File: src/rtl/conflict_victim_buf.sv
module conflict_victim_buf #(
  parameter int NUM_ENT     = 4,
  parameter int ADDR_W      = 26,
  parameter int LINE_W      = 64,
  parameter bit CAPTURE_REQ = 1'b0
) (
  input  logic              clk,
  input  logic              rst_n,
  input  logic              lk_valid,
  output logic              lk_ready,
  input  logic [ADDR_W-1:0] lk_addr,
  input  logic              dsp_valid,
  input  logic [ADDR_W-1:0] dsp_addr,
  input  logic [LINE_W-1:0] dsp_data,
  output logic              fill_valid,
  output logic              fill_hit,
  output logic [ADDR_W-1:0] fill_addr,
  output logic [LINE_W-1:0] fill_data,
  output logic              mem_req,
  output logic [ADDR_W-1:0] mem_req_addr,
  input  logic              mem_rsp_valid,
  input  logic [LINE_W-1:0] mem_rsp_data
);
  localparam int RW = (NUM_ENT > 1) ? $clog2(NUM_ENT) : 1;

  logic [NUM_ENT-1:0] ent_v;
  logic [ADDR_W-1:0]  ent_tag  [NUM_ENT];
  logic [LINE_W-1:0]  ent_data [NUM_ENT];
  logic [RW-1:0]      ent_rank [NUM_ENT];

  logic               waiting;
  logic [NUM_ENT-1:0] match;
  logic               hit;
  logic [RW-1:0]      hit_idx, ins_idx, lru_idx;
  logic [LINE_W-1:0]  hit_data;
  logic               take, rsp_take;
  logic               wr_en, kill_en, touch_en;
  logic [RW-1:0]      wr_idx, touch_idx;
  logic [ADDR_W-1:0]  wr_tag;
  logic [LINE_W-1:0]  wr_data;
  logic               dup;

  assign lk_ready = !waiting;
  assign take     = lk_valid && lk_ready;
  assign rsp_take = waiting && !mem_req && mem_rsp_valid;

  for (genvar g = 0; g < NUM_ENT; g++) begin : g_cmp
    assign match[g] = ent_v[g] && (ent_tag[g] == lk_addr);
  end
  assign hit = |match;

  always_comb begin
    hit_idx  = '0;
    hit_data = '0;
    for (int i = 0; i < NUM_ENT; i++) begin
      if (match[i]) begin
        hit_idx  = RW'(i);
        hit_data = hit_data | ent_data[i];
      end
    end
  end

  always_comb begin
    lru_idx = '0;
    for (int i = 0; i < NUM_ENT; i++)
      if (ent_rank[i] == RW'(NUM_ENT - 1)) lru_idx = RW'(i);
    ins_idx = lru_idx;
    for (int i = NUM_ENT - 1; i >= 0; i--)
      if (!ent_v[i]) ins_idx = RW'(i);
  end

  if (CAPTURE_REQ == 1'b0) begin : g_victim
    always_comb begin
      wr_en     = 1'b0;
      kill_en   = 1'b0;
      touch_en  = 1'b0;
      wr_idx    = ins_idx;
      touch_idx = ins_idx;
      wr_tag    = dsp_addr;
      wr_data   = dsp_data;
      if (take && hit) begin
        if (dsp_valid) begin
          wr_en     = 1'b1;
          wr_idx    = hit_idx;
          touch_en  = 1'b1;
          touch_idx = hit_idx;
        end else begin
          kill_en = 1'b1;
        end
      end else if (take && dsp_valid) begin
        wr_en    = 1'b1;
        touch_en = 1'b1;
      end
    end
  end else begin : g_capture
    always_comb begin
      wr_en     = rsp_take;
      kill_en   = 1'b0;
      touch_en  = rsp_take;
      wr_idx    = ins_idx;
      touch_idx = ins_idx;
      wr_tag    = mem_req_addr;
      wr_data   = mem_rsp_data;
      if (take && hit) begin
        touch_en  = 1'b1;
        touch_idx = hit_idx;
      end
    end
  end

  always_ff @(posedge clk) begin
    if (!rst_n) begin
      ent_v <= '0;
    end else if (wr_en) begin
      ent_v[wr_idx] <= 1'b1;
    end else if (kill_en) begin
      ent_v[hit_idx] <= 1'b0;
    end
  end

  always_ff @(posedge clk) begin
    if (wr_en) begin
      ent_tag[wr_idx]  <= wr_tag;
      ent_data[wr_idx] <= wr_data;
    end
  end

  always_ff @(posedge clk) begin
    if (!rst_n) begin
      for (int i = 0; i < NUM_ENT; i++) ent_rank[i] <= RW'(i);
    end else if (touch_en) begin
      for (int i = 0; i < NUM_ENT; i++) begin
        if (RW'(i) == touch_idx)                 ent_rank[i] <= '0;
        else if (ent_rank[i] < ent_rank[touch_idx]) ent_rank[i] <= ent_rank[i] + 1'b1;
      end
    end
  end

  always_ff @(posedge clk) begin
    if (!rst_n) begin
      waiting      <= 1'b0;
      mem_req      <= 1'b0;
      mem_req_addr <= '0;
      fill_valid   <= 1'b0;
      fill_hit     <= 1'b0;
      fill_addr    <= '0;
      fill_data    <= '0;
    end else begin
      mem_req    <= 1'b0;
      fill_valid <= 1'b0;
      if (take && hit) begin
        fill_valid <= 1'b1;
        fill_hit   <= 1'b1;
        fill_addr  <= lk_addr;
        fill_data  <= hit_data;
      end else if (take) begin
        waiting      <= 1'b1;
        mem_req      <= 1'b1;
        mem_req_addr <= lk_addr;
      end
      if (rsp_take) begin
        waiting    <= 1'b0;
        fill_valid <= 1'b1;
        fill_hit   <= 1'b0;
        fill_addr  <= mem_req_addr;
        fill_data  <= mem_rsp_data;
      end
    end
  end

  always_comb begin
    dup = 1'b0;
    for (int i = 0; i < NUM_ENT; i++)
      for (int j = i + 1; j < NUM_ENT; j++)
        if (ent_v[i] && ent_v[j] && ent_tag[i] == ent_tag[j]) dup = 1'b1;
  end

  p_reset_clear_r1: assert property (@(posedge clk) disable iff (!rst_n)
    $rose(rst_n) |-> (ent_v == '0) && lk_ready && !fill_valid && !mem_req);
  p_unique_tag_r2: assert property (@(posedge clk) disable iff (!rst_n) !dup);
  p_hit_fill_r3: assert property (@(posedge clk) disable iff (!rst_n)
    take && hit |=> fill_valid && fill_hit && !mem_req && lk_ready);
  p_miss_req_r4: assert property (@(posedge clk) disable iff (!rst_n)
    take && !hit |=> mem_req && (mem_req_addr == $past(lk_addr)) && !lk_ready && !fill_valid);
  p_req_pulse_r4: assert property (@(posedge clk) disable iff (!rst_n)
    mem_req |=> !mem_req);
  p_rsp_fill_r4: assert property (@(posedge clk) disable iff (!rst_n)
    rsp_take |=> fill_valid && !fill_hit && lk_ready);
  p_no_bad_insert_r6: assert property (@(posedge clk) disable iff (!rst_n)
    take && !hit && !dsp_valid |=> ent_v == $past(ent_v));
  p_swap_count_r7: assert property (@(posedge clk) disable iff (!rst_n)
    !CAPTURE_REQ && take && hit && dsp_valid |=> $countones(ent_v) == $countones($past(ent_v)));
  p_capture_keep_r9: assert property (@(posedge clk) disable iff (!rst_n)
    CAPTURE_REQ && take && hit |=> ent_v == $past(ent_v));
endmodule

File: config.mk
export PLATFORM = sky130hd
export DESIGN_NAME = conflict_victim_buf
export DESIGN_NICKNAME = d
export VERILOG_FILES = /design/src/rtl/conflict_victim_buf.sv
export SDC_FILE = /design/constraint.sdc
export NUM_CORES = 1
export LEC_CHECK = 0
export CAP_MARGIN = 20
export CELL_PAD_IN_SITES_DETAIL_PLACEMENT = 1
export CELL_PAD_IN_SITES_GLOBAL_PLACEMENT = 1
export CORE_AREA = 2 2 205 207
export CTS_CLUSTER_SIZE = 8
export DETAILED_ROUTE_END_ITERATION = 16
export DIE_AREA = 0 0 207 209
export HOLD_SLACK_MARGIN = 0.06
export PLACE_DENSITY = 0.93
export SLEW_MARGIN = 30
export SYNTH_ARGS = -nofsm -noshare
export SYNTH_HDL_FRONTEND = slang
export SYNTH_SLANG_ARGS = --single-unit
File: constraint.sdc
create_clock -name clk -period 18.07 [get_ports clk]
set_clock_uncertainty 0.2 [all_clocks]
set_input_delay 1.807 -clock clk [delete_from_list [all_inputs] [get_ports clk]]
set_output_delay 1.807 -clock clk [all_outputs]
set_load 0.03 [all_outputs]
==> results of run 1 <==
[how the worst min path moves through the flow]
stage | startpoint | to | slack [ns] | cells past startpoint
after floorplan | ent_v[0]$_SDFFE_PN0P_ | ent_v[0]$_SDFFE_PN0P_ | 0.24 | 2
after global placement | ent_v[0]$_SDFFE_PN0P_ | ent_v[0]$_SDFFE_PN0P_ | 0.26 | 2
after detailed placement | mem_req_addr[6]$_SDFFE_PN0P_ | mem_req_addr[6]$_SDFFE_PN0P_ | 0.27 | 2
after CTS | mem_req_addr[6]$_SDFFE_PN0P_ | mem_req_addr[6]$_SDFFE_PN0P_ | 0.27 | 2
after global routing | mem_req_addr[6]$_SDFFE_PN0P_ | mem_req_addr[6]$_SDFFE_PN0P_ | 0.29 | 2
final | mem_req_addr[6]$_SDFFE_PN0P_ | mem_req_addr[6]$_SDFFE_PN0P_ | 0.27 | 2
[routing by layer]
metal	vias up	wire length (microns)	GRT usage, %	share of wire (%)
li1	5906	-	-	-
met2	689	31900	49.7	52
met4	2	2290	12.2	3.7
met1	6970	22900	33.4	37
met3	147	4150	5.18	6.8
met5	-	15	0	0.024
[state kept, by name, indices dropped and copies added (netlist names)]
| register | cells |
|---|---|
| mem_req_addr | 26 |
| ent_rank | 8 |
| ent_tag | 104 |
| ent_data | 256 |
| fill_hit | 1 |
| ent_v | 4 |
| fill_valid | 1 |
| mem_req | 1 |
| waiting | 1 |
| fill_data | 64 |
| fill_addr | 26 |
[critical path: stages]
cell and delay, ns:
clkdlybuf4s50_1 0.62, xnor2_1 0.30, nand4_1 0.22, or4_4 0.61, nor4_4 0.30, buf_4 0.75, a21oi_2 0.19, a22o_1 0.36
nor2_1 0.28, nand2_1 0.21, inv_4 0.55, buf_4 0.72
[final cells by class]
cell class              instances  share of cell area [%]
flip-flops and latches        492                    55.0
multi-input cells             790                    20.9
well taps                     539                    2.74
clock buffers                 122                    8.08
inverters                       6                   0.122
repair buffers                322                    13.0
clock inverters                 5                   0.193
diodes                          2                  0.0203
[layout by cell type, fill, tap and decap left out, types with 3 or more instances in the layout]
| cell | n |
|---|---|
| nand3b_1 | 3 |
| xnor2_1 | 53 |
| o211ai_1 | 64 |
| nand3_1 | 70 |
| inv_4 | 3 |
| nand2b_1 | 4 |
| or3_1 | 3 |
| nor4_1 | 12 |
| clkbuf_1 | 50 |
| nand4_1 | 15 |
| o21ai_0 | 9 |
| clkdlybuf4s50_1 | 304 |
| inv_6 | 3 |
| ha_1 | 3 |
| a211oi_1 | 29 |
| dfxtp_1 | 124 |
| nor3_1 | 5 |
| a21oi_1 | 99 |
| a22oi_1 | 129 |
| inv_1 | 3 |
| nand2_1 | 130 |
| clkbuf_16 | 72 |
| mux2i_1 | 30 |
| nor4_4 | 3 |
| nor2_1 | 37 |
| edfxtp_1 | 368 |
| xor2_1 | 51 |
| nor3b_1 | 3 |
| buf_4 | 16 |
[metrics by stage]
step	area [sq um]	std cells
floorplan	19100	1401
global placement	22600	2148
detailed placement	22600	2149
CTS	24600	2276
global route	24600	2277
finish	24600	2278
[power groups by stage]
stage          clock (mW)  sequential [mW]  combinational, mW
2_1_floorplan           0             1.30             0.0635
3_3_place_gp            0             1.28              0.183
3_5_place_dp            0             1.28              0.193
4_1_cts              1.24             1.26              0.196
5_1_grt              1.28             1.26              0.207
6_report             1.22             1.26              0.197
[logic make-up (layout without fill, tap and decap cells)]
logic type,Yosys count,count (layout)
mux,32,32
fa+ha+maj,5,5
buf+inv,119,455
xor+xnor,104,104
flops,492,492
simple gates,300,300
compound gates,349,349
other cells,0,2
==> results.md, run 1 <==
* Status: finished clean
* Worst-Margin Slew at 1.00 ns
* Post-Route Setup TNS at 0 ns
* Most area-hungry cell type in the Yosys netlist: edfxtp_1
* Max Root-Sink Buffers at 3
* Slew headroom at around 33%
* Distinct cells, synth at 53
* Most common flop cell mapped by yosys: edfxtp_1
* Worst Hold Class: flip-flop to flip-flop
* Die Span Y at 209 microns
* First-pass GRT wire length at roughly 93 mm
* Power Density at about 110 nW/um^2
* Post-Synth Simple-Gate Area at 7.38%
* Clock transition at path regs at roughly 0.050 ns
* Worst reg2reg endpoint: ent_data[1][31]$_DFFE_PP_
* Yosys Warn Count at 0
* Combinational group share of total power at roughly 7.3%
* Critical Path End: ent_data[1][31]$_DFFE_PP_
* Antenna-violating nets left at 0
* Pleak at 7.68 nW
* Synthesized instance count at around 1400
* Period minus WS final at between 7 and 8 ns
* Data arrival time of the worst path at approximately 7.0 ns
* TritonCTS clock tree: done
* Post-CTS Resized at 0
* Port Buf Inserts at 304
* Fraction of power consumed by sequential logic at 47.0%
* Hold buffers post-CTS at 0
* Fmax at ~140 MHz
* Num CTS Buffers at 71
* Total Routing Usage GR at roughly 28%
* Post-CTS setup buffers at 0
* Iter 0 DRT Violations at roughly 1300
* DRC viols at 0
* Final net count at 1871
* Register area at about 14000 sq um
* Post-synthesis adder-cell area fraction at less than 1%
* Final setup viols at 0
* Sw frac at a little under a quarter
* Reg2reg start: ent_tag[1][11]$_DFFE_PP_
* Worst setup margin at 11.05 ns
* Mean Syn Cell Area at ~14 sq um
* CP startpoint kind: input port
* Max-cap violations at 0
* Fill cells at 3935
* Largest net degree at the start of global routing at 75
* CP required at between 15 and 20 ns
* Internal power at around 2.1 mW
* Worst Reg-to-Reg Cells at 11
* Largest cells by area after synthesis: edfxtp_1, dfxtp_1, a22oi_1
* Mux share of post-synthesis cell area at between 1.5 and 2%
* Share of cells above drive strength 1 at under 10%
* Main combinational cell family by area after synthesis: compound AO/OA/AOI/OAI gates
* Std-Cell Rows at 75
* FFs w/ async S/R, synth at 0%
* Seq/Total Area, Yosys at a little under three quarters
* Pins over their slew limit at 0
* Total Power at ~2.7 mW
* Fraction of synthesized cell area in xor and xnor cells at ~4.8%
* EDFF count, synth at roughly 370
* Num ports at between 300 and 400
* Reg2reg setup slack at 12.59 ns
* Initial antenna violation count at 3
* Chip width at about 210 microns
* Via Count at between 10000 and 15000
* Syn_nets at 1589
* First-pass iteration count of the detailed router at 5
* Full die area at 43300 sq um
* Seq cells post-synth at about 490
* Count leader, synth: edfxtp_1
* Routed WL at 61.3 mm
* Final HPWL from detailed placement at between 30 and 40 mm
* Starting Density at between 40% and 50%
* Crit path from: lk_addr[11]
* Gpl congestion at 0.849
* Total gr overflow at 0
* Hold Vio Cnt, Final at 0
* Top-area cell type share of the netlist area at 57.9%
* H-tree depth at 3
* CP endpoint kind: flip-flop
* RSZ-0062 raised after global routing: no
* Vias in the first global route at 14900
* Max VDD drop at around 0.000070 V
* Area growth from synthesis to layout at 29.0%
* Synth Cell Area at 19100 sq um
* P_sw at between 0.6 and 0.7 mW
* Multi-input gate area at roughly 5100 sq um
* Root Driver: clkbuf_16
* Clk Latency, worst-skew pair at between 0.5 and 0.6 ns
* Synth Area in Compound Gates at about an eighth
* CTS Sinks at between 400 and 500
* Clock share of power at 45.6%
* Post-detailed-route wirelength per cell at roughly 27 microns
* Final Cycle Share at roughly 39%
* Fin Hold WS at ~0.27 ns
* DP Worst Slack at approximately 11 ns
* Vias per Instance at around 6.0
* CP Class: input port to flip-flop
* Post-synth top cells: edfxtp_1, nand2_1, a22oi_1
* Worst-path fanout max at 70
* Core Area at 41300 sq um
* Final core occ at a little under 60%
No activity file was read; power rests on OpenSTA's default activity.
==> inputs of run 2 (changes only) <==
- CORE_AREA: 2 2 205 207 -> 2 2 225 227
- DIE_AREA: 0 0 207 209 -> 0 0 227 229
- PLACE_DENSITY: 0.93 -> 0.83
- clock period: 18.07 -> 6 ns (I/O delays scaled with it)
==> run 2 against run 1 <==
Compared with the run above:
- non-clock buffer count grew 10
- clock-buffer cell count increased by 4
- first-iteration DRC count down 26%
- global-route usage down 5.4 points
- largest cell class unchanged
- combinational power increased to 3.0 times the previous value
- clock power grew to 3.1 times the previous value
- sequential power grew to 3.0 times the previous value
- hold slack improved by 0.0028 ns
- setup slack worse by 9.7 ns
==> results.md, run 2 (synthesized netlist as in run 1, its figures left out) <==
* Power Density at 326 nW/um^2 (+200%)
* CP Class: input port to flip-flop
* Final HPWL from detailed placement at 37.2 mm (-1.7%)
* Post-Route Setup TNS at 0 ns (unchanged)
* Max VDD drop at 0.000168 V (+140%)
* Post-CTS Resized at 0 (unchanged)
* Port Buf Inserts at 304 (unchanged)
* Commonest non-fill, non-tap cell in the layout: edfxtp_1
* Starting Density at 38.4% (-7.8 points)
* Final net count at 1881 (+0.53%)
* Total Routing Usage GR at 22.6% (-5.4 points)
* CP bufs+invs at 3 (-1)
* CP startpoint kind: input port
* Final Cycle Share at between 70 and 80%
* Clk Latency, worst-skew pair at 0.60 ns (about the same)
* Busiest grt layer: met2
* Vias per Instance at 5.44 (-9.7%)
* Register area at 13500 sq um (unchanged)
* Fill cells at 5036 (+28%)
* Hold buffers post-CTS at 0 (unchanged)
* Pleak at 7.78 nW (+1.3%)
* Routed WL at 58.7 mm (-4.2%)
* Regs by FF count: ent_data: 256 flops, ent_tag: 104 flops, fill_data: 64 flops
* Max Root-Sink Buffers at 3 (unchanged)
* Num CTS Buffers at 71 (unchanged)
* Chip width at 227 microns (+9.7%)
* H-tree depth at 3 (unchanged)
* Antenna-violating nets left at 0 (unchanged)
* Met2 usage at 38.5% (-11 points)
* Hold Vio Cnt, Final at 0 (unchanged)
* Fmax at ~210 MHz
* Total gr overflow at 0 (unchanged)
* Die Span Y at 229 microns (+9.6%)
* CP required at 6.22 ns (-11.84 ns)
* Worst Hold Class: flip-flop to flip-flop
* Data arrival time of the worst path at 4.90 ns (-2.12 ns)
* Gpl congestion at 0.800 (-5.8%)
* First-pass iteration count of the detailed router at 5 (unchanged)
* Vias in the first global route at 14300 (-3.9%)
* Root Driver: clkbuf_16
* Design area at 25000 sq um (+1.5%)
* Post-detailed-route wirelength per cell at 24.2 microns (-10%)
* Fin Hold WS at 0.278 ns (+0.00281 ns)
* Placed cell area at 22900 sq um (+1.4%)
* Period minus WS final at between 4 and 5 ns
* CTS Sinks at 492 (unchanged)
* Biggest register: ent_data
* Num ports at 305 (unchanged)
* Max-cap violations at 0 (unchanged)
* Slew headroom at 42.1% (+9.0 points)
* Std-Cell Rows at 82 (+9.3%)
* RSZ-0062 raised after global routing: no
* Post-CTS setup buffers at 0 (unchanged)
* Iter 0 DRT Violations at 949 (-26%)
* Largest net degree at the start of global routing at 135 (+80%)
* Final setup viols at 0 (unchanged)
* Pins over their slew limit at 0 (unchanged)
* Initial antenna violation count at 8 (+5)
* CP endpoint kind: flip-flop
* Status: finished clean
* Critical-path top delay cell: clkdlybuf4s50_1
* Worst-path fanout max at 134 (+91%)
* Max incr delay on CP at 0.61 ns (-0.14 ns)
* Share of cells above drive strength 1 at 7.31% (+0.52 points)
* Post-route insts no fill at 2427 (+6.5%)
* Crit path max-delay family: simple AND/OR/NAND/NOR gates
* Placed insts at 2292 (+6.7%)
* TritonCTS clock tree: done
* Max FFs per register at 256 (unchanged)
* Via Count at 13200 (-3.8%)
* Full die area at 52000 sq um (+20%)
* DRC viols at 0 (unchanged)
* Critical-path cell list: clkdlybuf4s50_1, xnor2_1, nand4_1, or4_4, nor4_4, buf_4, nor3_1, nor2_4, buf_12, nand3_1, o211ai_1, a21oi_1
* Multi-input gate area at 5150 sq um (about the same)
* Core Area at 49700 sq um (+20%)
* Worst-Margin Slew at 0.868 ns (-0.135 ns)
* Met1 GRT Util at 27.5% (-5.9 points)
* Area growth from synthesis to layout at 30.9%
* Clock transition at path regs at 0.05 ns (about the same)
* Most frequent cells in the layout: edfxtp_1, clkdlybuf4s50_1, nand2_1
* First-pass GRT wire length at 88.1 mm (-4.9%)
* Met3 Usage GRT at 5.79% (+0.60 points)
-- run 2: worst register-to-register path, delay by kind of cell, from the launching register on --
family	cells	cell delay, ns
compound gates	2	0.28
flops	1	0.41
simple gates	6	1.93
xor+xnor	1	0.33
buf+inv	2	1.04
-- run 2: final timing paths --
check / slack (ns) / endpoint / startpoint / cells past startpoint
setup / recovery: 1.32 / fill_data[53]$_SDFFE_PN0P_ / lk_addr[1] / 12
hold / removal: 0.28 / mem_req_addr[2]$_SDFFE_PN0P_ / mem_req_addr[2]$_SDFFE_PN0P_ / 2
setup reg to reg: 1.64 / fill_data[53]$_SDFFE_PN0P_ / ent_tag[1][1]$_DFFE_PP_ / 11
hold reg to reg: 0.28 / mem_req_addr[2]$_SDFFE_PN0P_ / mem_req_addr[2]$_SDFFE_PN0P_ / 2
-- run 2: layout make-up --
| class | count | area share (%) |
|---|---|---|
| antenna | 5 | 0.0501 |
| clock buffer | 126 | 8.19 |
| clock inverter | 4 | 0.155 |
| inverter | 6 | 0.120 |
| multi-input combinational | 790 | 20.6 |
| sequential | 492 | 54.2 |
| tap | 672 | 3.36 |
| timing repair buffer | 332 | 13.4 |
-- run 2: power breakdown --
part / switching, mW / total [mW] / internal, mW
logic: 0.333 / 0.585 / 0.252
clock network: 1.47 / 3.76 / 2.29
registers: 0.0478 / 3.80 / 3.75
total: 1.85 / 8.14 / 6.30
-- run 2: per-stage QoR --
| stage | setup WS, ns | utilization [%] | total power, mW |
|---|---|---|---|
| after floorplan | 0.231 | - | 4.12 |
| after global placement | 0.843 | 46.0 | 4.42 |
| after detailed placement | 0.783 | 46.1 | 4.44 |
| after CTS | 1.43 | 50.3 | 8.22 |
| after global routing | 1.17 | 50.3 | 8.40 |
| final | 1.32 | 50.3 | 8.14 |
-- run 2: metal layers --
metal,share of wire [%],up-vias
li1,-,5925
met1,40,6712
met2,50,451
met3,6.7,103
met4,3.0,4
met5,0.046,-
